### config.mk
export PLATFORM = sky130hd
export DESIGN_NAME = hbus_order_adapter
export DESIGN_NICKNAME = d
export VERILOG_FILES = /design/src/rtl/hbo_pkg.sv /design/src/rtl/hbo_class_decode.sv /design/src/rtl/hbo_order_unit.sv /design/src/rtl/hbo_cfg_regs.sv /design/src/rtl/hbus_order_adapter.sv
export SDC_FILE = /design/constraint.sdc
export NUM_CORES = 1
export LEC_CHECK = 0
export ABC_AREA = 1
export BUFFER_PORTS_ARGS = -buffer_cell sky130_fd_sc_hd__buf_2
export CAP_MARGIN = 10
export CORE_UTILIZATION = 40
export DETAILED_ROUTE_END_ITERATION = 6
export SYNTH_ARGS = -nofsm -noshare
export SYNTH_HDL_FRONTEND = slang
export SYNTH_SLANG_ARGS = --single-unit
### constraint.sdc
create_clock -name clk -period 3.8 [get_ports clk]
set_input_delay 0.19 -clock clk [delete_from_list [all_inputs] [get_ports clk]]
set_output_delay 0.19 -clock clk [all_outputs]
set_load 0.01 [all_outputs]
### src/rtl/hbo_pkg.sv
package hbo_pkg;

   typedef enum logic [1:0] {
      CLS_CSR   = 2'd0,
      CLS_STS   = 2'd1,
      CLS_DPORT = 2'd2,
      CLS_DSEL  = 2'd3
   } acc_cls_t;

endpackage

### src/rtl/hbo_class_decode.sv
module hbo_class_decode
   import hbo_pkg::*;
#(
   parameter int unsigned ADDR_W    = 8,
   parameter int unsigned DPORT_TOP = 'h3C,
   parameter int unsigned STS_LO    = 'h40,
   parameter int unsigned STS_HI    = 'h4C,
   parameter int unsigned CFG_ADDR  = 'h74,
   parameter int unsigned SWAP_ADDR = 'h98
) (
   input  logic [ADDR_W-1:0] addr_i,
   input  logic              fifo_sel_i,
   output acc_cls_t          cls_o,
   output logic              hit_cfg_o,
   output logic              hit_swap_o
);
   localparam logic [ADDR_W-1:0] A_DTOP = ADDR_W'(DPORT_TOP);
   localparam logic [ADDR_W-1:0] A_SLO  = ADDR_W'(STS_LO);
   localparam logic [ADDR_W-1:0] A_SHI  = ADDR_W'(STS_HI);
   localparam logic [ADDR_W-1:0] A_CFG  = ADDR_W'(CFG_ADDR);
   localparam logic [ADDR_W-1:0] A_SWAP = ADDR_W'(SWAP_ADDR);

   always_comb begin
      hit_cfg_o  = !fifo_sel_i && (addr_i == A_CFG);
      hit_swap_o = !fifo_sel_i && (addr_i == A_SWAP);
      if (fifo_sel_i)
         cls_o = CLS_DSEL;
      else if (addr_i <= A_DTOP)
         cls_o = CLS_DPORT;
      else if ((addr_i >= A_SLO) && (addr_i <= A_SHI))
         cls_o = CLS_STS;
      else
         cls_o = CLS_CSR;
   end

endmodule

### src/rtl/hbo_order_unit.sv
module hbo_order_unit #(
   parameter int unsigned WORD_W   = 32,
   parameter bit          IS_WRITE = 1'b1
) (
   input  logic [WORD_W-1:0] din_i,
   input  logic              swap_en_i,
   input  logic              big_en_i,
   output logic [WORD_W-1:0] dout_o
);
   localparam int unsigned HALF = WORD_W / 2;
   localparam int unsigned NB   = WORD_W / 8;

   logic [WORD_W-1:0] rev_in;
   logic [WORD_W-1:0] rev_out;

   // byte reversal network, shared by both variants
   for (genvar b = 0; b < NB; b++) begin : g_rev
      assign rev_out[b*8 +: 8] = rev_in[(NB-1-b)*8 +: 8];
   end

   if (IS_WRITE) begin : g_wr
      // halfword exchange first, byte reversal second
      logic [WORD_W-1:0] s1;
      assign s1     = swap_en_i ? {din_i[HALF-1:0], din_i[WORD_W-1:HALF]} : din_i;
      assign rev_in = s1;
      assign dout_o = big_en_i ? rev_out : s1;
   end else begin : g_rd
      // byte reversal first, halfword exchange second
      logic [WORD_W-1:0] s1;
      assign rev_in = din_i;
      assign s1     = big_en_i ? rev_out : din_i;
      assign dout_o = swap_en_i ? {s1[HALF-1:0], s1[WORD_W-1:HALF]} : s1;
   end

endmodule

### src/rtl/hbo_cfg_regs.sv
module hbo_cfg_regs #(
   parameter int unsigned WORD_W       = 32,
   parameter int unsigned PORT_END_BIT = 20,
   parameter int unsigned SEL_END_BIT  = 21
) (
   input  logic              clk,
   input  logic              rst,
   input  logic              cfg_we_i,
   input  logic              port_bit_i,
   input  logic              sel_bit_i,
   input  logic              swap_we_i,
   input  logic [WORD_W-1:0] swap_raw_i,
   output logic              port_big_o,
   output logic              sel_big_o,
   output logic              swap_en_o,
   output logic [WORD_W-1:0] cfg_word_o,
   output logic [WORD_W-1:0] swap_word_o
);
   logic [WORD_W-1:0] swap_q;

   always_ff @(posedge clk) begin
      if (rst) begin
         port_big_o <= 1'b0;
         sel_big_o  <= 1'b0;
         swap_q     <= '0;
      end else begin
         if (cfg_we_i) begin
            port_big_o <= port_bit_i;
            sel_big_o  <= sel_bit_i;
         end
         if (swap_we_i)
            swap_q <= swap_raw_i;
      end
   end

   assign swap_en_o   = &swap_q;
   assign swap_word_o = swap_q;

   always_comb begin
      cfg_word_o               = '0;
      cfg_word_o[PORT_END_BIT] = port_big_o;
      cfg_word_o[SEL_END_BIT]  = sel_big_o;
   end

   // the cycle after reset sees every ordering control cleared
   assert_rst_clears_R1 : assert property (@(posedge clk) disable iff (rst)
      $past(rst) |-> (!port_big_o && !sel_big_o && !swap_en_o));

   // the swap register stores the host word untouched
   assert_swap_raw_R10 : assert property (@(posedge clk) disable iff (rst)
      swap_we_i |=> (swap_word_o == $past(swap_raw_i)));

endmodule

### src/rtl/hbus_order_adapter.sv
module hbus_order_adapter
   import hbo_pkg::*;
#(
   parameter int unsigned HALF_W       = 16,
   parameter int unsigned ADDR_W       = 8,
   parameter int unsigned DPORT_TOP    = 'h3C,
   parameter int unsigned STS_LO       = 'h40,
   parameter int unsigned STS_HI       = 'h4C,
   parameter int unsigned CFG_ADDR     = 'h74,
   parameter int unsigned SWAP_ADDR    = 'h98,
   parameter int unsigned PORT_END_BIT = 20,
   parameter int unsigned SEL_END_BIT  = 21
) (
   input  logic                clk,
   input  logic                rst,
   input  logic                hb_strobe,
   input  logic                hb_write,
   input  logic                hb_fifo_sel,
   input  logic [ADDR_W-1:0]   hb_addr,
   input  logic [HALF_W-1:0]   hb_wdata,
   output logic [HALF_W-1:0]   hb_rdata,
   output logic                int_wr,
   output logic [ADDR_W-1:0]   int_wr_addr,
   output logic [2*HALF_W-1:0] int_wr_data,
   output logic [1:0]          int_wr_cls,
   output logic                int_rd,
   output logic [ADDR_W-1:0]   int_rd_addr,
   output logic [1:0]          int_rd_cls,
   input  logic [2*HALF_W-1:0] int_rd_data
);
   localparam int unsigned WORD_W = 2 * HALF_W;

   if ((HALF_W % 8) != 0 || HALF_W < 8) begin : g_bad_half
      $error("HALF_W must be a nonzero multiple of 8");
   end
   if (ADDR_W < 3) begin : g_bad_addr
      $error("ADDR_W too small for word addressing");
   end
   if (PORT_END_BIT >= WORD_W || SEL_END_BIT >= WORD_W || PORT_END_BIT == SEL_END_BIT) begin : g_bad_bits
      $error("endian bit positions must be distinct and inside the word");
   end
   if (CFG_ADDR == SWAP_ADDR) begin : g_bad_map
      $error("configuration and swap registers must not overlap");
   end

   // ---------------- decode of the current cycle ----------------
   acc_cls_t dec_cls;
   logic     dec_cfg, dec_swap;

   hbo_class_decode #(
      .ADDR_W(ADDR_W), .DPORT_TOP(DPORT_TOP), .STS_LO(STS_LO), .STS_HI(STS_HI),
      .CFG_ADDR(CFG_ADDR), .SWAP_ADDR(SWAP_ADDR)
   ) u_dec (
      .addr_i(hb_addr), .fifo_sel_i(hb_fifo_sel),
      .cls_o(dec_cls), .hit_cfg_o(dec_cfg), .hit_swap_o(dec_swap)
   );

   logic hi_half, wr_lo, wr_hi, rd_lo, rd_hi;
   assign hi_half = hb_addr[1];
   assign wr_lo   = hb_strobe &  hb_write & !hi_half;
   assign wr_hi   = hb_strobe &  hb_write &  hi_half;
   assign rd_lo   = hb_strobe & !hb_write & !hi_half;
   assign rd_hi   = hb_strobe & !hb_write &  hi_half;

   logic [ADDR_W-1:0] word_addr;
   assign word_addr = {hb_addr[ADDR_W-1:2], 2'b00};

   // ---------------- configuration state ----------------
   logic              port_big, sel_big, swap_en;
   logic [WORD_W-1:0] cfg_word, swap_word;
   logic              cfg_we, swap_we;
   logic [WORD_W-1:0] wr_raw, wr_ord;

   function automatic logic big_for(input acc_cls_t c, input logic pb, input logic sb);
      return (c == CLS_DPORT) ? pb : ((c == CLS_DSEL) ? sb : 1'b0);
   endfunction

   // ---------------- write assembly ----------------
   logic [HALF_W-1:0] lo_q;
   logic              pend_q, cfg_q, swp_q;
   acc_cls_t          cls_q;
   logic [ADDR_W-1:0] waddr_q;

   assign wr_raw  = {hb_wdata, lo_q};
   assign cfg_we  = wr_hi & pend_q & cfg_q;
   assign swap_we = wr_hi & pend_q & swp_q;

   hbo_order_unit #(.WORD_W(WORD_W), .IS_WRITE(1'b1)) u_wr_order (
      .din_i(wr_raw),
      .swap_en_i(swap_en & !swp_q),
      .big_en_i(big_for(cls_q, port_big, sel_big)),
      .dout_o(wr_ord)
   );

   hbo_cfg_regs #(
      .WORD_W(WORD_W), .PORT_END_BIT(PORT_END_BIT), .SEL_END_BIT(SEL_END_BIT)
   ) u_cfg (
      .clk(clk), .rst(rst),
      .cfg_we_i(cfg_we), .port_bit_i(wr_ord[PORT_END_BIT]), .sel_bit_i(wr_ord[SEL_END_BIT]),
      .swap_we_i(swap_we), .swap_raw_i(wr_raw),
      .port_big_o(port_big), .sel_big_o(sel_big), .swap_en_o(swap_en),
      .cfg_word_o(cfg_word), .swap_word_o(swap_word)
   );

   always_ff @(posedge clk) begin
      if (rst) begin
         lo_q        <= '0;
         pend_q      <= 1'b0;
         cfg_q       <= 1'b0;
         swp_q       <= 1'b0;
         cls_q       <= CLS_CSR;
         waddr_q     <= '0;
         int_wr      <= 1'b0;
         int_wr_addr <= '0;
         int_wr_data <= '0;
         int_wr_cls  <= 2'd0;
      end else begin
         int_wr <= 1'b0;
         if (wr_lo) begin
            lo_q    <= hb_wdata;
            pend_q  <= 1'b1;
            cls_q   <= dec_cls;
            cfg_q   <= dec_cfg;
            swp_q   <= dec_swap;
            waddr_q <= word_addr;
         end else if (wr_hi) begin
            pend_q <= 1'b0;
            if (pend_q && !cfg_q && !swp_q) begin
               int_wr      <= 1'b1;
               int_wr_addr <= waddr_q;
               int_wr_data <= wr_ord;
               int_wr_cls  <= 2'(cls_q);
            end
         end
      end
   end

   // ---------------- read split ----------------
   logic [WORD_W-1:0] rd_src, rd_view;
   logic [HALF_W-1:0] rd_hold_hi;

   assign rd_src = dec_swap ? swap_word : (dec_cfg ? cfg_word : int_rd_data);

   hbo_order_unit #(.WORD_W(WORD_W), .IS_WRITE(1'b0)) u_rd_order (
      .din_i(rd_src),
      .swap_en_i(swap_en & !dec_swap),
      .big_en_i(big_for(dec_cls, port_big, sel_big)),
      .dout_o(rd_view)
   );

   assign int_rd      = rd_lo & !dec_cfg & !dec_swap;
   assign int_rd_addr = word_addr;
   assign int_rd_cls  = 2'(dec_cls);

   always_ff @(posedge clk) begin
      if (rst) begin
         hb_rdata   <= '0;
         rd_hold_hi <= '0;
      end else if (rd_lo) begin
         hb_rdata   <= rd_view[HALF_W-1:0];
         rd_hold_hi <= rd_view[WORD_W-1:HALF_W];
      end else if (rd_hi) begin
         hb_rdata   <= rd_hold_hi;
      end
   end

   // an internal write only ever follows an upper-half host write
   assert_wr_after_hi_R2 : assert property (@(posedge clk) disable iff (rst)
      int_wr |-> $past(hb_strobe && hb_write && hb_addr[1]));

   // with no swap, register and status writes keep the host upper half in place
   assert_csr_no_endian_R7 : assert property (@(posedge clk) disable iff (rst)
      (int_wr && (int_wr_cls == 2'd0 || int_wr_cls == 2'd1) && !swap_en)
      |-> (int_wr_data[WORD_W-1:HALF_W] == $past(hb_wdata)));

endmodule

Word-level counts from Yosys, hierarchy flattened
Index checks and enable logic that the tools add are counted.
{"block": "op_classes", "mux": 18, "bitwise": 15, "magnitude_cmp": 3, "n_reduce_logical": 17, "eq_ne": 6}
{"cell": "2-to-1 mux 32 bit", "n": 6}
{"cell": "2-to-1 mux 16 bit", "n": 2}
{"cell": "AND reduction 32 bit", "n": 1}
{"cell": "bitwise AND 1 bit", "n": 13}
{"cell": "== test 2 bit, second input constant", "n": 4}
{"cell": "== test 8 x 7 -> 1 bit, second input constant", "n": 1}
{"cell": "== test 8 bit, second input constant", "n": 1}
{"cell": ">= comparator 8 x 7 -> 1 bit, second input constant", "n": 1}
{"cell": "less-or-equal comparator 8 x 6 -> 1 bit, second input constant", "n": 1}
{"cell": "less-or-equal comparator 8 x 7 -> 1 bit, second input constant", "n": 1}
{"cell": "2-to-1 mux 1 bit", "n": 8}
{"cell": "zero test 1 bit", "n": 7}
{"cell": "logical AND 1 bit", "n": 5}
{"cell": "2-to-1 mux 2 bit", "n": 2}
{"cell": "nonzero test 2 bit", "n": 2}
{"cell": "AND reduction 3 bit", "n": 1}
{"cell": "OR reduction 3 bit", "n": 1}
{"cell": "inverter 1 bit", "n": 2}
{"block": "totals", "regBits": 134, "wordCells": 74}

Depth between registers and ports, before layout
Gate-level depths: netlist of the first run.
{"block": "logic_depth", "ltp_word": 11, "ltp_mapped": 13}

By module
A second synthesis of the first run with hierarchy kept.
{"block": "hier_totals", "hier_cells": 1349, "hier_area_um2": 8385.5}
{"module": "hbus_order_adapter", "seq_area_each_um2": 2001.9, "cells_each": 693, "instances": 1, "area_per_inst_um2": 4576.9}
{"module": "hbo_order_unit", "seq_area_each_um2": 0.0, "cells_each": 208, "instances": 2, "area_per_inst_um2": 945.9}
{"module": "hbo_cfg_regs", "seq_area_each_um2": 680.7, "cells_each": 213, "instances": 1, "area_per_inst_um2": 1804.2}
{"module": "hbo_class_decode", "seq_area_each_um2": 0.0, "cells_each": 27, "instances": 1, "area_per_inst_um2": 112.6}

Worst setup path before layout of the first run
Ideal clock, no wire load.
{"block": "synth_timing", "kind": "register -> register", "from": "register u_cfg.swap_q[17], in the netlist u_cfg.swap_word_o[17]", "to": "register int_wr_data[12]", "setup_slack_ns": 2.287, "n_path_buf": 1, "setup_time_ns": 0.109, "required_time_ns": 3.691, "stages_incl_launch_ff": 13, "arrival_time_ns": 1.404, "cell_sequence": "dfxtp_1 inv_2 nor3_2 nand2_1 nor2_2 nand3_2 buf_2 nand2_1 nand2_1 nand2_1 nand3_1 nand2_1 inv_1"}
{"block": "synth_via", "elab_chain_len": 4}
{"element": "start, declared", "line": "hbo_cfg_regs.sv:19", "text": "logic [WORD_W-1:0] swap_q;"}
{"element": "start signal, assigned", "line": "hbo_cfg_regs.sv:32", "text": "swap_q <= swap_raw_i;"}
{"element": "AND reduction 32 bit", "line": "hbo_cfg_regs.sv:36", "text": "assign swap_en_o = &swap_q;"}
{"element": "bitwise AND 1 bit", "line": "hbus_order_adapter.sv:90", "text": ".swap_en_i(swap_en & !swp_q),"}
{"element": "2-to-1 mux 32 bit", "line": "hbo_order_unit.sv:24", "text": "assign s1 = swap_en_i ? {din_i[HALF-1:0], din_i[WORD_W-1:HALF]} : din_i;"}
{"element": "2-to-1 mux 32 bit", "line": "hbo_order_unit.sv:26", "text": "assign dout_o = big_en_i ? rev_out : s1;"}
{"element": "end signal, assigned", "line": "hbus_order_adapter.sv:131", "text": "int_wr_data <= wr_ord;"}
{"element": "end, declared", "line": "hbus_order_adapter.sv:24", "text": "output logic [2*HALF_W-1:0] int_wr_data,"}
No other way between the ends.
A chain may end at the register's enable or synchronous reset.

Worst setup path after layout of the first run
{"block": "layout_timing", "from": "register u_cfg.swap_q[19], in the netlist u_cfg.swap_word_o[19]", "to": "register int_wr_data[1]"}
The elaborated chain is that of the path after synthesis.

==> summary.md, run 1 <==
| Metric | Value |
|---|---|
| Run status | finished, final reports clean |
| Fmax | 405 MHz |
| Busiest metal layer after global routing | met2 |
| Design internal power | 0.00252 W |
| Weighted congestion reported at the end of routability-driven placement | 0.924 |
| Final HPWL from detailed placement | 16.5 mm |
| Post-route cell area | 8570 sq um |
| Number of hold-repair buffers added at the cts stage | 0 |
| Total of warnings raised by yosys | 0 |
| First-pass GRT wire length | 38.4 mm |
| Clock edge transition at the registers on the reported setup and hold paths | 0.06 ns |
| Fraction of synthesized cell area taken by the top area cell type | 0.362 |
| Final #Nets | 1337 |
| Detailed Route WL | 23.5 mm |
| Post-synth top area cell | sky130_fd_sc_hd__dfxtp_1 |
| Clock root cell | sky130_fd_sc_hd__clkbuf_16 |
| Worst setup path category | flip-flop to flip-flop |
| Vias in the first global route | 7216 |
| Number of sinks driven by the clock tree | 134 |
| Overflow left after global routing | 0 |
| Post-Syn Area per Cell | 6.15 sq um |
| Area of the placeable core | 18000 sq um |
| TNS Setup | 0 ns |
| DIE AREA | 19100 sq um |
| Combinational share of power | 0.086 |
| Avg Vias per Cell | 5.28 |
| Share of synthesized flip-flops with an asynchronous set or reset | 0 |
| Final core utilization | 0.476 |
| Worst slew slack as a fraction of its limit | 0.370 |
| Power per standard cell area | 390 nW/um^2 |
| Antenna violations before repair | 1 |
| Row count | 49 |
| Startpoint type of the worst setup path | flip-flop |
| Min Hold Slack | 0.0526 ns |
| TritonCTS clock tree | built |
| Cell leakage power | 4.11 nW |
| Initial DRT Pass Iterations | 7 |
| Hold WC Path Type | input port to flip-flop |
| Number of primary I/O pins | 131 |
| Switching share of power | 0.247 |
| Met3 demand-to-capacity share in global routing | 0.0440 |
| Hold Path Depth | 3 |
| Data arrival time at the worst-slack endpoint | 2.79 ns |
| Slew Viols, Final | 0 |
| Number of H-tree branching levels | 4 |
| Routed length per placed instance | 15.5 um |
| Number of port buffers | 126 |
| Share of total power in the clock network | 0.475 |
| Met2 demand-to-capacity share in global routing | 0.370 |
| Critical Path End Type | flip-flop |
| EDFF count, synth | 0 |
| Library cells used by synthesis | 25 |
| Cells on worst reg2reg path | 12 |
| P&R area growth vs syn | 15.8% |
| Die height | 138 um |
| Initial Util | 0.411 |
| Hold_sp | hb_wdata[8] |
| Fraction of final layout cells with drive strength greater than 1 | 0.146 |
| DRT iter0 DRCs | 620 |
| Portion of the clock cycle consumed by the worst path in the final layout | 0.650 |
| Post-Synthesis Cell Area | 7410 sq um |
| Clock tree skew after final layout | 0.00992 ns |
| Buffer count from post-CTS setup fixing | 0 |
| Crit path time final | 2.47 ns |
| Hold worst-path end | lo_q[8] |
| Fillers | 1972 |
| Largest fanout of any net on the critical path | 32 |
| Later-pin clock latency in the skew report | 0.42 ns |
| Resize count post-CTS | 0 |
| Number of hold-slack violations in the final timing report | 0 |
| Most used DFF post-synth | sky130_fd_sc_hd__dfxtp_1 |
| Number of CTS-inserted buffers | 17 |
| Reg-to-reg slack, setup | 1.33 ns |
| Number of storage elements in the synthesis netlist | 134 |
| Maximum number of pins on one net before global-route repair | 80 |
| Dpl cell area | 8000 sq um |
| RSZ-0062 raised after global routing | false |
| Vias | 8008 |
| Detailed-route DRC error count | 0 |
| Synth Instances | 1205 |
| Grt met1 use | 0.363 |
| Remaining antenna violation count after routing | 0 |
| Sequential Power Share | 0.439 |
| Share of the yosys chip area belonging to registers | 0.362 |
| Actual transition at the worst max-transition pin | 0.944 ns |
| Capture instance of the worst register-to-register path | int_wr_data[1] |
| Setup-failing EPs final | 0 |
| Critical path data required time | 4.12 ns |
| Reg2reg start | u_cfg.swap_word_o[19] |
| Max cap viols | 0 |
| Largest cells by area after synthesis | sky130_fd_sc_hd__dfxtp_1 36%, sky130_fd_sc_hd__nand2_1 16%, sky130_fd_sc_hd__nand3_1 13% |
| Die Wd | 138 um |
| GRT Overall Usage | 0.250 |
| Sw power | 0.000824 W |
| Deepest clock path buffer count | 2 |
| List of most frequent post-synthesis cells | 320 x sky130_fd_sc_hd__nand2_1, 199 x sky130_fd_sc_hd__nor2_1, 196 x sky130_fd_sc_hd__nand3_1 |
| VDD IR-drop max | 0.000335 V |
| Count leader, synth | sky130_fd_sc_hd__nand2_1 |
[critical path, cell delays in order (launching register included)]
cell and delay, ns:
sky130_fd_sc_hd__dfxtp_1 0.43, sky130_fd_sc_hd__nand2_1 0.10, sky130_fd_sc_hd__nor3_2 0.13, sky130_fd_sc_hd__nand2_1 0.08, sky130_fd_sc_hd__nor2_2 0.10, sky130_fd_sc_hd__buf_4 0.32
sky130_fd_sc_hd__nand3_2 0.57, sky130_fd_sc_hd__nand2_1 0.22, sky130_fd_sc_hd__nand2_1 0.12, sky130_fd_sc_hd__nand2_1 0.07, sky130_fd_sc_hd__nand3_1 0.11, sky130_fd_sc_hd__nand2_1 0.09
sky130_fd_sc_hd__inv_1 0.04
[layout make-up]
class | instances | area, sq um | area share
repair buffers | 138 | 733 | 0.0855
diodes | 1 | 2.50 | 0.000292
clock inverters | 7 | 70.1 | 0.00817
multi-input cells | 922 | 4060 | 0.474
inverters | 63 | 238 | 0.0277
flip-flops and latches | 134 | 2680 | 0.313
clock buffers | 23 | 498 | 0.0581
well taps | 229 | 287 | 0.0334
[cells in the final DEF, fill, tap and decap left out]
cell type	instances
sky130_fd_sc_hd__nand2_1	320
sky130_fd_sc_hd__nor2_1	199
sky130_fd_sc_hd__nand3_1	196
sky130_fd_sc_hd__dfxtp_1	134
sky130_fd_sc_hd__buf_2	126
sky130_fd_sc_hd__o21ai_0	86
sky130_fd_sc_hd__a21oi_1	66
sky130_fd_sc_hd__inv_1	53
sky130_fd_sc_hd__nand4_1	35
sky130_fd_sc_hd__clkbuf_16	17
sky130_fd_sc_hd__buf_4	11
sky130_fd_sc_hd__inv_2	7
sky130_fd_sc_hd__clkbuf_8	5
sky130_fd_sc_hd__nor2_2	4
sky130_fd_sc_hd__clkinv_2	4
sky130_fd_sc_hd__nor3_2	4
sky130_fd_sc_hd__conb_1	4
sky130_fd_sc_hd__nand2_2	2
sky130_fd_sc_hd__nand3_2	2
sky130_fd_sc_hd__clkinv_1	2
sky130_fd_sc_hd__nand3b_1	2
sky130_fd_sc_hd__diode_2	1
sky130_fd_sc_hd__o41ai_1	1
sky130_fd_sc_hd__nand3_4	1
sky130_fd_sc_hd__bufinv_16	1
sky130_fd_sc_hd__inv_6	1
sky130_fd_sc_hd__clkinv_4	1
sky130_fd_sc_hd__clkinvlp_4	1
sky130_fd_sc_hd__clkbuf_1	1
sky130_fd_sc_hd__buf_12	1
[layer usage]
| layer | up-vias | routed length [um] |
|---|---|---|
| met5 | - | 0 |
| met4 | 0 | 499 |
| met3 | 42 | 1380 |
| met2 | 279 | 10200 |
| met1 | 3618 | 11400 |
| li1 | 4069 | - |
[state kept, by name (all words and copies together), names as in the netlist, 2 cells and up]
| register | cells |
|---|---|
| int_wr_data | 32 |
| u_cfg.swap_word_o | 32 |
| hb_rdata | 16 |
| lo_q | 16 |
| rd_hold_hi | 16 |
| int_wr_addr | 6 |
| waddr_q | 6 |
| cls_q | 2 |
| int_wr_cls | 2 |
[logic make-up after synthesis]
logic type / after synthesis / share of synthesized area
other: 1 / 0.000506
DFF: 134 / 0.362
AOI/OAI and AO/OA: 153 / 0.104
buffers and inverters: 152 / 0.0914
and+or+nand+nor: 765 / 0.442
[power by group through the flow]
| stage | Combinational [W] | Sequential [W] | Clock (W) |
|---|---|---|---|
| floorplan | 0.000175 | 0.00150 | 0 |
| global placement | 0.000285 | 0.00150 | 0 |
| detailed placement | 0.000283 | 0.00150 | 0 |
| CTS | 0.000286 | 0.00147 | 0.00162 |
| global route | 0.000322 | 0.00147 | 0.00169 |
| finish | 0.000287 | 0.00147 | 0.00159 |
[metrics by stage]
stage / worst slack, ns / std cells / power, W
finish: 1.33 / 1517 / 0.00334
global route: 1.06 / 1516 / 0.00348
CTS: 1.39 / 1516 / 0.00337
detailed placement: 1.26 / 1486 / 0.00178
global placement: 1.28 / 1486 / 0.00178
floorplan: 2.29 / 1208 / 0.00167
[how the worst max path moves through the flow]
stage,from,end,cells after the start
finish,u_cfg.swap_word_o[19],int_wr_data[1],12
CTS,u_cfg.swap_word_o[27],int_wr_data[25],12
global placement,hb_addr[1],hb_rdata[6],11
floorplan,u_cfg.swap_word_o[17],int_wr_data[12],12
detailed placement,hb_addr[1],hb_rdata[6],11
global route,u_cfg.swap_word_o[14],rd_hold_hi[9],10
Note: power is estimated with default switching activity, not from simulation.
==> inputs of run 2 (changes only) <==
- clock period: 3.8 -> 2.05 ns (I/O delays scaled with it)
==> run 2 against run 1 <==
  * Register-to-register slack got worse by 1.2 ns
  * Worst hold slack worse by 0.049 ns
  * Core utilization increased by 2.2 points
  * Total power rose by 99%
  * Die area unchanged
  * Setup slack got worse by 1.2 ns
  * Clock skew increased by 0.00071 ns
  * Critical path depth down 4
  * Critical path type is now input port to output port
  * Largest cell class unchanged
==> summary.md, run 2 (synthesis gave the netlist of run 1 again) <==
| Metric | Value |
|---|---|
| Antenna violations before repair | 0 (-1) |
| P&R area growth vs syn | 21.2% |
| Data arrival time at the worst-slack endpoint | 1.82 ns (-0.97 ns) |
| Vias in the first global route | 7335 (+1.6%) |
| Crit path time final | 1.92 ns |
| Maximum number of pins on one net before global-route repair | 73 (-8.8%) |
| Overflow left after global routing | 0 (unchanged) |
| DIE AREA | 19100 sq um (unchanged) |
| Pwr Total | 0.00666 W (+99%) |
| Commonest non-fill, non-tap cells in the layout | 320 x sky130_fd_sc_hd__nand2_1, 198 x sky130_fd_sc_hd__nor2_1, 196 x sky130_fd_sc_hd__nand3_1 |
| Fmax | 520 MHz |
| Remaining antenna violation count after routing | 0 (unchanged) |
| Fraction of final layout cells with drive strength greater than 1 | 0.152 (+0.00544) |
| Later-pin clock latency in the skew report | 0.43 ns (about the same) |
| Inserted Diodes | 0 (-1) |
| TritonCTS clock tree | built |
| Slew Viols, Final | 0 (unchanged) |
| Number of CTS-inserted buffers | 17 (unchanged) |
| Final HPWL from detailed placement | 16.6 mm (+0.84%) |
| Startpoint type of the worst setup path | input port |
| Power per standard cell area | 742 nW/um^2 (+90%) |
| Number of sinks driven by the clock tree | 134 (unchanged) |
| Row count | 49 (unchanged) |
| Reg2reg start | u_cfg.swap_word_o[7] |
| Cell leakage power | 4.30 nW (+4.6%) |
| Number of hold-slack violations in the final timing report | 0 (unchanged) |
| Design internal power | 0.00510 W (+100%) |
| Largest fanout of any net on the critical path | 17 (-47%) |
| Share of total power in the clock network | 0.506 (+0.031) |
| Hold Path Depth | 3 (unchanged) |
| Die Wd | 138 um (unchanged) |
| Hold WC Path Type | input port to flip-flop |
| Final core utilization | 0.498 (+0.0224) |
| Routed length per placed instance | 15.1 um (-2.3%) |
| Fillers | 1883 (-4.5%) |
| Clock root cell | sky130_fd_sc_hd__clkbuf_16 |
| Run status | finished, final reports clean |
| Worst slew slack as a fraction of its limit | 0.435 (+0.0655) |
| DRT iter0 DRCs | 657 (+6.0%) |
| Sequential Power Share | 0.408 (-0.031) |
| Capture instance of the worst register-to-register path | rd_hold_hi[11] |
| Worst setup path category | input port to output port |
| Number of cells in the finished layout apart from fillers | 1549 (+2.1%) |
| Worst slack at placement | 0.0899 ns (-1.17 ns) |
| VDD IR-drop max | 0.000569 V (+70%) |
| Commonest non-fill, non-tap cell in the layout | sky130_fd_sc_hd__nand2_1 |
| Cells on worst reg2reg path | 10 (-2) |
| Detailed-route DRC error count | 0 (unchanged) |
| Vias | 8238 (+2.9%) |
| Final #Nets | 1368 (+2.3%) |
| Buffer count from post-CTS setup fixing | 0 (unchanged) |
| Critical path data required time | 1.95 ns (-2.17 ns) |
| Clock tree skew after final layout | 0.0106 ns (+0.000708 ns) |
| Combinational share of power | 0.086 (about the same) |
| Sw power | 0.00156 W (+89%) |
| Critical Path End Type | output port |
| Initial Util | 0.411 (unchanged) |
| TNS Setup | 0 ns (unchanged) |
| Max cap viols | 0 (unchanged) |
| Initial DRT Pass Iterations | 5 (-2) |
| Setup-failing EPs final | 0 (unchanged) |
| Hold worst-path end | u_cfg.swap_word_o[26] |
| GRT Overall Usage | 0.250 (-0.000409) |
| Avg Vias per Cell | 5.32 (+0.75%) |
| Number of port buffers | 126 (unchanged) |
| First-pass GRT wire length | 38.3 mm (about the same) |
| Hold_sp | hb_wdata[10] |
| Portion of the clock cycle consumed by the worst path in the final layout | 0.938 |
| Number of primary I/O pins | 131 (unchanged) |
| Die height | 138 um (unchanged) |
| Cell count after placement | 1498 (+0.81%) |
| Detailed Route WL | 23.4 mm (-0.25%) |
| Deepest clock path buffer count | 2 (unchanged) |
| Area of the placeable core | 18000 sq um (unchanged) |
| Actual transition at the worst max-transition pin | 0.846 ns (-0.0982 ns) |
| Number of H-tree branching levels | 4 (unchanged) |
| Weighted congestion reported at the end of routability-driven placement | 0.896 (-3.0%) |
| Clock edge transition at the registers on the reported setup and hold paths | 0.06 ns (about the same) |
| Reg-to-reg slack, setup | 0.16 ns (-1.17 ns) |
| Post-route setup slack | 0.126 ns (-1.20 ns) |
| Switching share of power | 0.234 (-0.0126) |
## run 2: changes by cell type in the layout (fill, tap and decap cells not counted), moves of 2 or more
| cell | previous run | this run |
|---|---|---|
| sky130_fd_sc_hd__dlygate4sd3_1 | 0 | 19 |
| sky130_fd_sc_hd__buf_4 | 11 | 19 |
| sky130_fd_sc_hd__bufinv_16 | 1 | 5 |
| sky130_fd_sc_hd__clkbuf_1 | 1 | 4 |
| sky130_fd_sc_hd__clkbuf_8 | 5 | 2 |
| sky130_fd_sc_hd__buf_12 | 1 | 3 |
| sky130_fd_sc_hd__buf_6 | 0 | 2 |
| sky130_fd_sc_hd__inv_2 | 7 | 5 |
| sky130_fd_sc_hd__inv_4 | 0 | 2 |
## run 2: timing repair
action                                  CTS  global route
endpoints found under the hold margin    25             0
resized for setup                         0            11
endpoints found under the setup margin    0            36
hold buffers                             19             0
## run 2: power by group through the flow
| stage | clock, W | sequential, W | combinational, W |
|---|---|---|---|
| global placement | 0 | 0.00277 | 0.000534 |
| CTS | 0.00341 | 0.00272 | 0.000565 |
| finish | 0.00337 | 0.00272 | 0.000571 |
| detailed placement | 0 | 0.00277 | 0.000534 |
| global route | 0.00354 | 0.00272 | 0.000640 |
| floorplan | 0 | 0.00277 | 0.000324 |
## run 2: worst max-delay path, cell delays in order
cell,delay [ns]
sky130_fd_sc_hd__dlygate4sd3_1,0.53
sky130_fd_sc_hd__buf_2,0.14
sky130_fd_sc_hd__nor2_1,0.16
sky130_fd_sc_hd__inv_2,0.16
sky130_fd_sc_hd__nor2_4,0.29
sky130_fd_sc_hd__nand2_1,0.09
sky130_fd_sc_hd__nor2_1,0.18
sky130_fd_sc_hd__buf_2,0.17
## run 2: area by class of cell
cell class	instances	area (sq um)	share of cell area
inverter	63	246	0.0275
multi-input combinational	922	4080	0.454
clock inverter	9	173	0.0192
tap	229	287	0.0319
clock buffer	23	468	0.0521
timing repair buffer	169	1050	0.117
sequential	134	2680	0.299
## run 2: how the worst max path moves through the flow
stage / startpoint / endpoint / slack [ns] / depth (start not counted)
after floorplan: u_cfg.swap_word_o[17] / int_wr_data[12] / 0.54 / 12
after global placement: u_cfg.swap_word_o[14] / hb_rdata[11] / 0.01 / 10
after detailed placement: u_cfg.swap_word_o[7] / hb_rdata[11] / 0.09 / 10
after CTS: hb_write / int_rd / 0.02 / 8
after global routing: u_cfg.swap_word_o[0] / int_wr_data[5] / -0.01 / 12
final: hb_write / int_rd / 0.13 / 8
## run 2: per-layer routing
layer / vias up / GRT usage / share of wire
met5: - / 0 / 0
met4: 0 / 0.0769 / 0.017
met3: 34 / 0.0506 / 0.061
met2: 269 / 0.389 / 0.45
met1: 3796 / 0.345 / 0.47
li1: 4139 / - / -
## run 2: metrics by stage
stage / cell area (sq um) / hold slack [ns]
2_1_floorplan: 7420 / 0.237
3_3_place_gp: 8120 / 0.390
3_5_place_dp: 8120 / 0.400
4_1_cts: 8950 / 0.00205
5_1_grt: 8980 / 0.0130
6_report: 8980 / 0.00347
==> inputs of run 3 (changes only) <==
- MAX_ROUTING_LAYER: not set -> met4
- REMOVE_ABC_BUFFERS: not set -> 1
==> run 3 against run 2 <==
  * Global-route usage decreased by 1.3 points
  * First-iteration DRC count fell by 9.6%
  * Critical endpoint unchanged
  * Clock skew down 0.0013 ns
  * Sequential cell count did not move
  * Largest cell class unchanged
==> summary.md, run 3 (synthesis gave the netlist of run 1 again) <==
| Metric | Value |
|---|---|
| Routed length per placed instance | 13.9 um (-8.4%) |
| Final HPWL from detailed placement | 15.1 mm (-9.4%) |
| Initial DRT Pass Iterations | 5 (unchanged) |
| Detailed Route WL | 21.5 mm (-8.1%) |
| DRT iter0 DRCs | 594 (-9.6%) |
| Fraction of final layout cells with drive strength greater than 1 | 0.154 (+0.00256) |
| Worst slew slack as a fraction of its limit | 0.644 (+0.209) |
| GRT Overall Usage | 0.236 (-0.0132) |
| Hold_sp | hb_addr[6] |
| Largest fanout of any net on the critical path | 34 (+17) |
| Critical path startpoint | hb_addr[2] |
| Commonest non-fill, non-tap cells in the layout | 320 x sky130_fd_sc_hd__nand2_1, 198 x sky130_fd_sc_hd__nor2_1, 196 x sky130_fd_sc_hd__nand3_1 |
| Number of primary I/O pins | 131 (unchanged) |
| Number of port buffers | 126 (unchanged) |
| Number of CTS-inserted buffers | 17 (unchanged) |
| Die Wd | 138 um (unchanged) |
| Crit path time final | 1.93 ns (+0.00915 ns) |
| Overflow left after global routing | 0 (unchanged) |
| Antenna violations before repair | 0 (unchanged) |
| Clock edge transition at the registers on the reported setup and hold paths | 0.06 ns (about the same) |
| Delay of the slowest cell on the worst path | 0.54 ns (about the same) |
| Remaining antenna violation count after routing | 0 (unchanged) |
| Family of cells with the greatest summed delay on the critical path | buffers and inverters |
| Critical Path End Type | output port |
| Fillers | 1946 (+3.3%) |
| Fmax | 517 MHz (-0.47%) |
| Initial Util | 0.411 (unchanged) |
| Design internal power | 0.00510 W (about the same) |
| Actual transition at the worst max-transition pin | 0.533 ns (-0.313 ns) |
| Max cap viols | 0 (unchanged) |
| Maximum number of pins on one net before global-route repair | 85 (+16%) |
| Portion of the clock cycle consumed by the worst path in the final layout | 0.943 (+0.00446) |
| Vias in the first global route | 7065 (-3.7%) |
| Hold WC Path Type | input port to flip-flop |
| Combinational share of power | 0.083 (-0.003) |
| Number of sinks driven by the clock tree | 134 (unchanged) |
| Run status | finished, final reports clean |
| Clock root cell | sky130_fd_sc_hd__clkbuf_16 |
| Post-route cell area | 9040 sq um (+0.72%) |
| Inserted Diodes | 0 (unchanged) |
| Reg2reg start | u_cfg.swap_word_o[26] |
| Commonest non-fill, non-tap cell in the layout | sky130_fd_sc_hd__nand2_1 |
| Startpoint type of the worst setup path | input port |
| Sequential Power Share | 0.403 (-0.005) |
| VDD IR-drop max | 0.000561 V (-1.3%) |
| DIE AREA | 19100 sq um (unchanged) |
| TritonCTS clock tree | built |
| Slowest stage cell, crit path | sky130_fd_sc_hd__dlygate4sd3_1 |
| Vias | 7797 (-5.4%) |
| Sw power | 0.00163 W (+4.4%) |
| Number of H-tree branching levels | 4 (unchanged) |
| Detailed-route DRC error count | 0 (unchanged) |
| Dpl cell area | 8140 sq um (+0.23%) |
| Later-pin clock latency in the skew report | 0.43 ns (about the same) |
| Deepest clock path buffer count | 2 (unchanged) |
| Area of combinational cells with multiple inputs | 4080 sq um (about the same) |
| Weighted congestion reported at the end of routability-driven placement | 0.882 (-1.5%) |
| Number of hold-slack violations in the final timing report | 0 (unchanged) |
| Slew Viols, Final | 0 (unchanged) |
| Setup-failing EPs final | 0 (unchanged) |
| Power per standard cell area | 744 nW/um^2 (+0.24%) |
| Worst setup path category | input port to output port |
| Pwr Total | 0.00673 W (+0.97%) |
| First-pass GRT wire length | 36.1 mm (-5.7%) |
| Die height | 138 um (unchanged) |
| Clock tree skew after final layout | 0.00937 ns (-0.00125 ns) |
| Avg Vias per Cell | 5.02 (-5.6%) |
| P&R area growth vs syn | 22.1% |
| Data arrival time at the worst-slack endpoint | 1.83 ns (about the same) |
| Final #Nets | 1372 (+0.29%) |
| Reg area | 2680 sq um (unchanged) |
| Row count | 49 (unchanged) |
| Critical path data required time | 1.95 ns (about the same) |
| Cells along the critical path | dlygate4sd3_1, buf_2, inv_1, nand2_1, nor2_2, nand3_4, inv_4, nor2_1, buf_2 |
| Cell leakage power | 4.33 nW (+0.60%) |
| Worst path most repeated cell | sky130_fd_sc_hd__buf_2 |
| Switching share of power | 0.242 (+0.00804) |
| Share of total power in the clock network | 0.513 (+0.007) |
| Buf/Inv on CP | 5 (+1) |
| Area of the placeable core | 18000 sq um (unchanged) |
[run 3: cell count changes in the layout (fill, tap and decap cells not counted), moves of 2 or more]
cell / previous run / this run
sky130_fd_sc_hd__clkbuf_1: 4 / 0
sky130_fd_sc_hd__clkinv_4: 0 / 3
sky130_fd_sc_hd__dlygate4sd3_1: 19 / 23
sky130_fd_sc_hd__inv_6: 1 / 3
[run 3: path summary, 6_finish.rpt]
path	endpoint	slack (ns)	cells after the start
max	int_rd	0.12	9
min	waddr_q[6]	0.02	3
max reg2reg	int_wr_data[6]	0.20	12
min reg2reg	pend_q	0.46	2
[run 3: layout make-up]
type                            instances  share of cell area
Sequential cell                       134               0.297
Clock inverter                         14              0.0246
Clock buffer                           18              0.0486
Inverter                               63              0.0266
Timing Repair Buffer                  173               0.121
Multi-Input combinational cell        922               0.451
Tap cell                              229              0.0317
[run 3: per-layer routing]
| metal | global-route usage | vias to the layer above | routed length [um] |
|---|---|---|---|
| met5 | - | - | 0 |
| met2 | 0.349 | 167 | 9480 |
| met4 | 0.0758 | 0 | 341 |
| met1 | 0.328 | 3467 | 10900 |
| li1 | - | 4138 | - |
| met3 | 0.0367 | 25 | 769 |
[run 3: worst reg2reg max path, cell delays in order (launching register included)]
cell and delay, ns:
sky130_fd_sc_hd__dfxtp_1 0.37, sky130_fd_sc_hd__nand2_1 0.11, sky130_fd_sc_hd__nor2_1 0.17, sky130_fd_sc_hd__nand4_1 0.11
sky130_fd_sc_hd__nor2_2 0.24, sky130_fd_sc_hd__nand3_2 0.09, sky130_fd_sc_hd__buf_4 0.24, sky130_fd_sc_hd__nand2_1 0.11
sky130_fd_sc_hd__nand2_1 0.06, sky130_fd_sc_hd__nand2_1 0.06, sky130_fd_sc_hd__nand3_1 0.08, sky130_fd_sc_hd__nand2_1 0.07
sky130_fd_sc_hd__inv_1 0.04
[run 3: power by group through the flow]
| stage | logic (W) | registers [W] | clock network, W |
|---|---|---|---|
| 2_1_floorplan | 0.000274 | 0.00277 | 0 |
| 3_3_place_gp | 0.000525 | 0.00277 | 0 |
| 3_5_place_dp | 0.000524 | 0.00277 | 0 |
| 4_1_cts | 0.000561 | 0.00271 | 0.00351 |
| 5_1_grt | 0.000633 | 0.00272 | 0.00365 |
| 6_report | 0.000561 | 0.00271 | 0.00345 |
[run 3: through the flow]
step	setup TNS (ns)	util	hold slack (ns)	setup slack, ns	cells
3_5_place_dp	0	0.451	0.394	0.163	1498
4_1_cts	0	0.501	0.0104	0.0378	1553
5_1_grt	-0.00485	0.502	0.0201	-0.00485	1553
6_report	0	0.502	0.0151	0.117	1553
2_1_floorplan	-123.10	-	0.172	-3.01	1119
3_3_place_gp	0	0.451	0.379	0.176	1498
[run 3: timing repair]
item                       CTS  global route
hold endpoints to repair    35             0
hold buffers                23             0
setup buffers                0             0
resized for setup            0             5
setup endpoints to repair    0            29
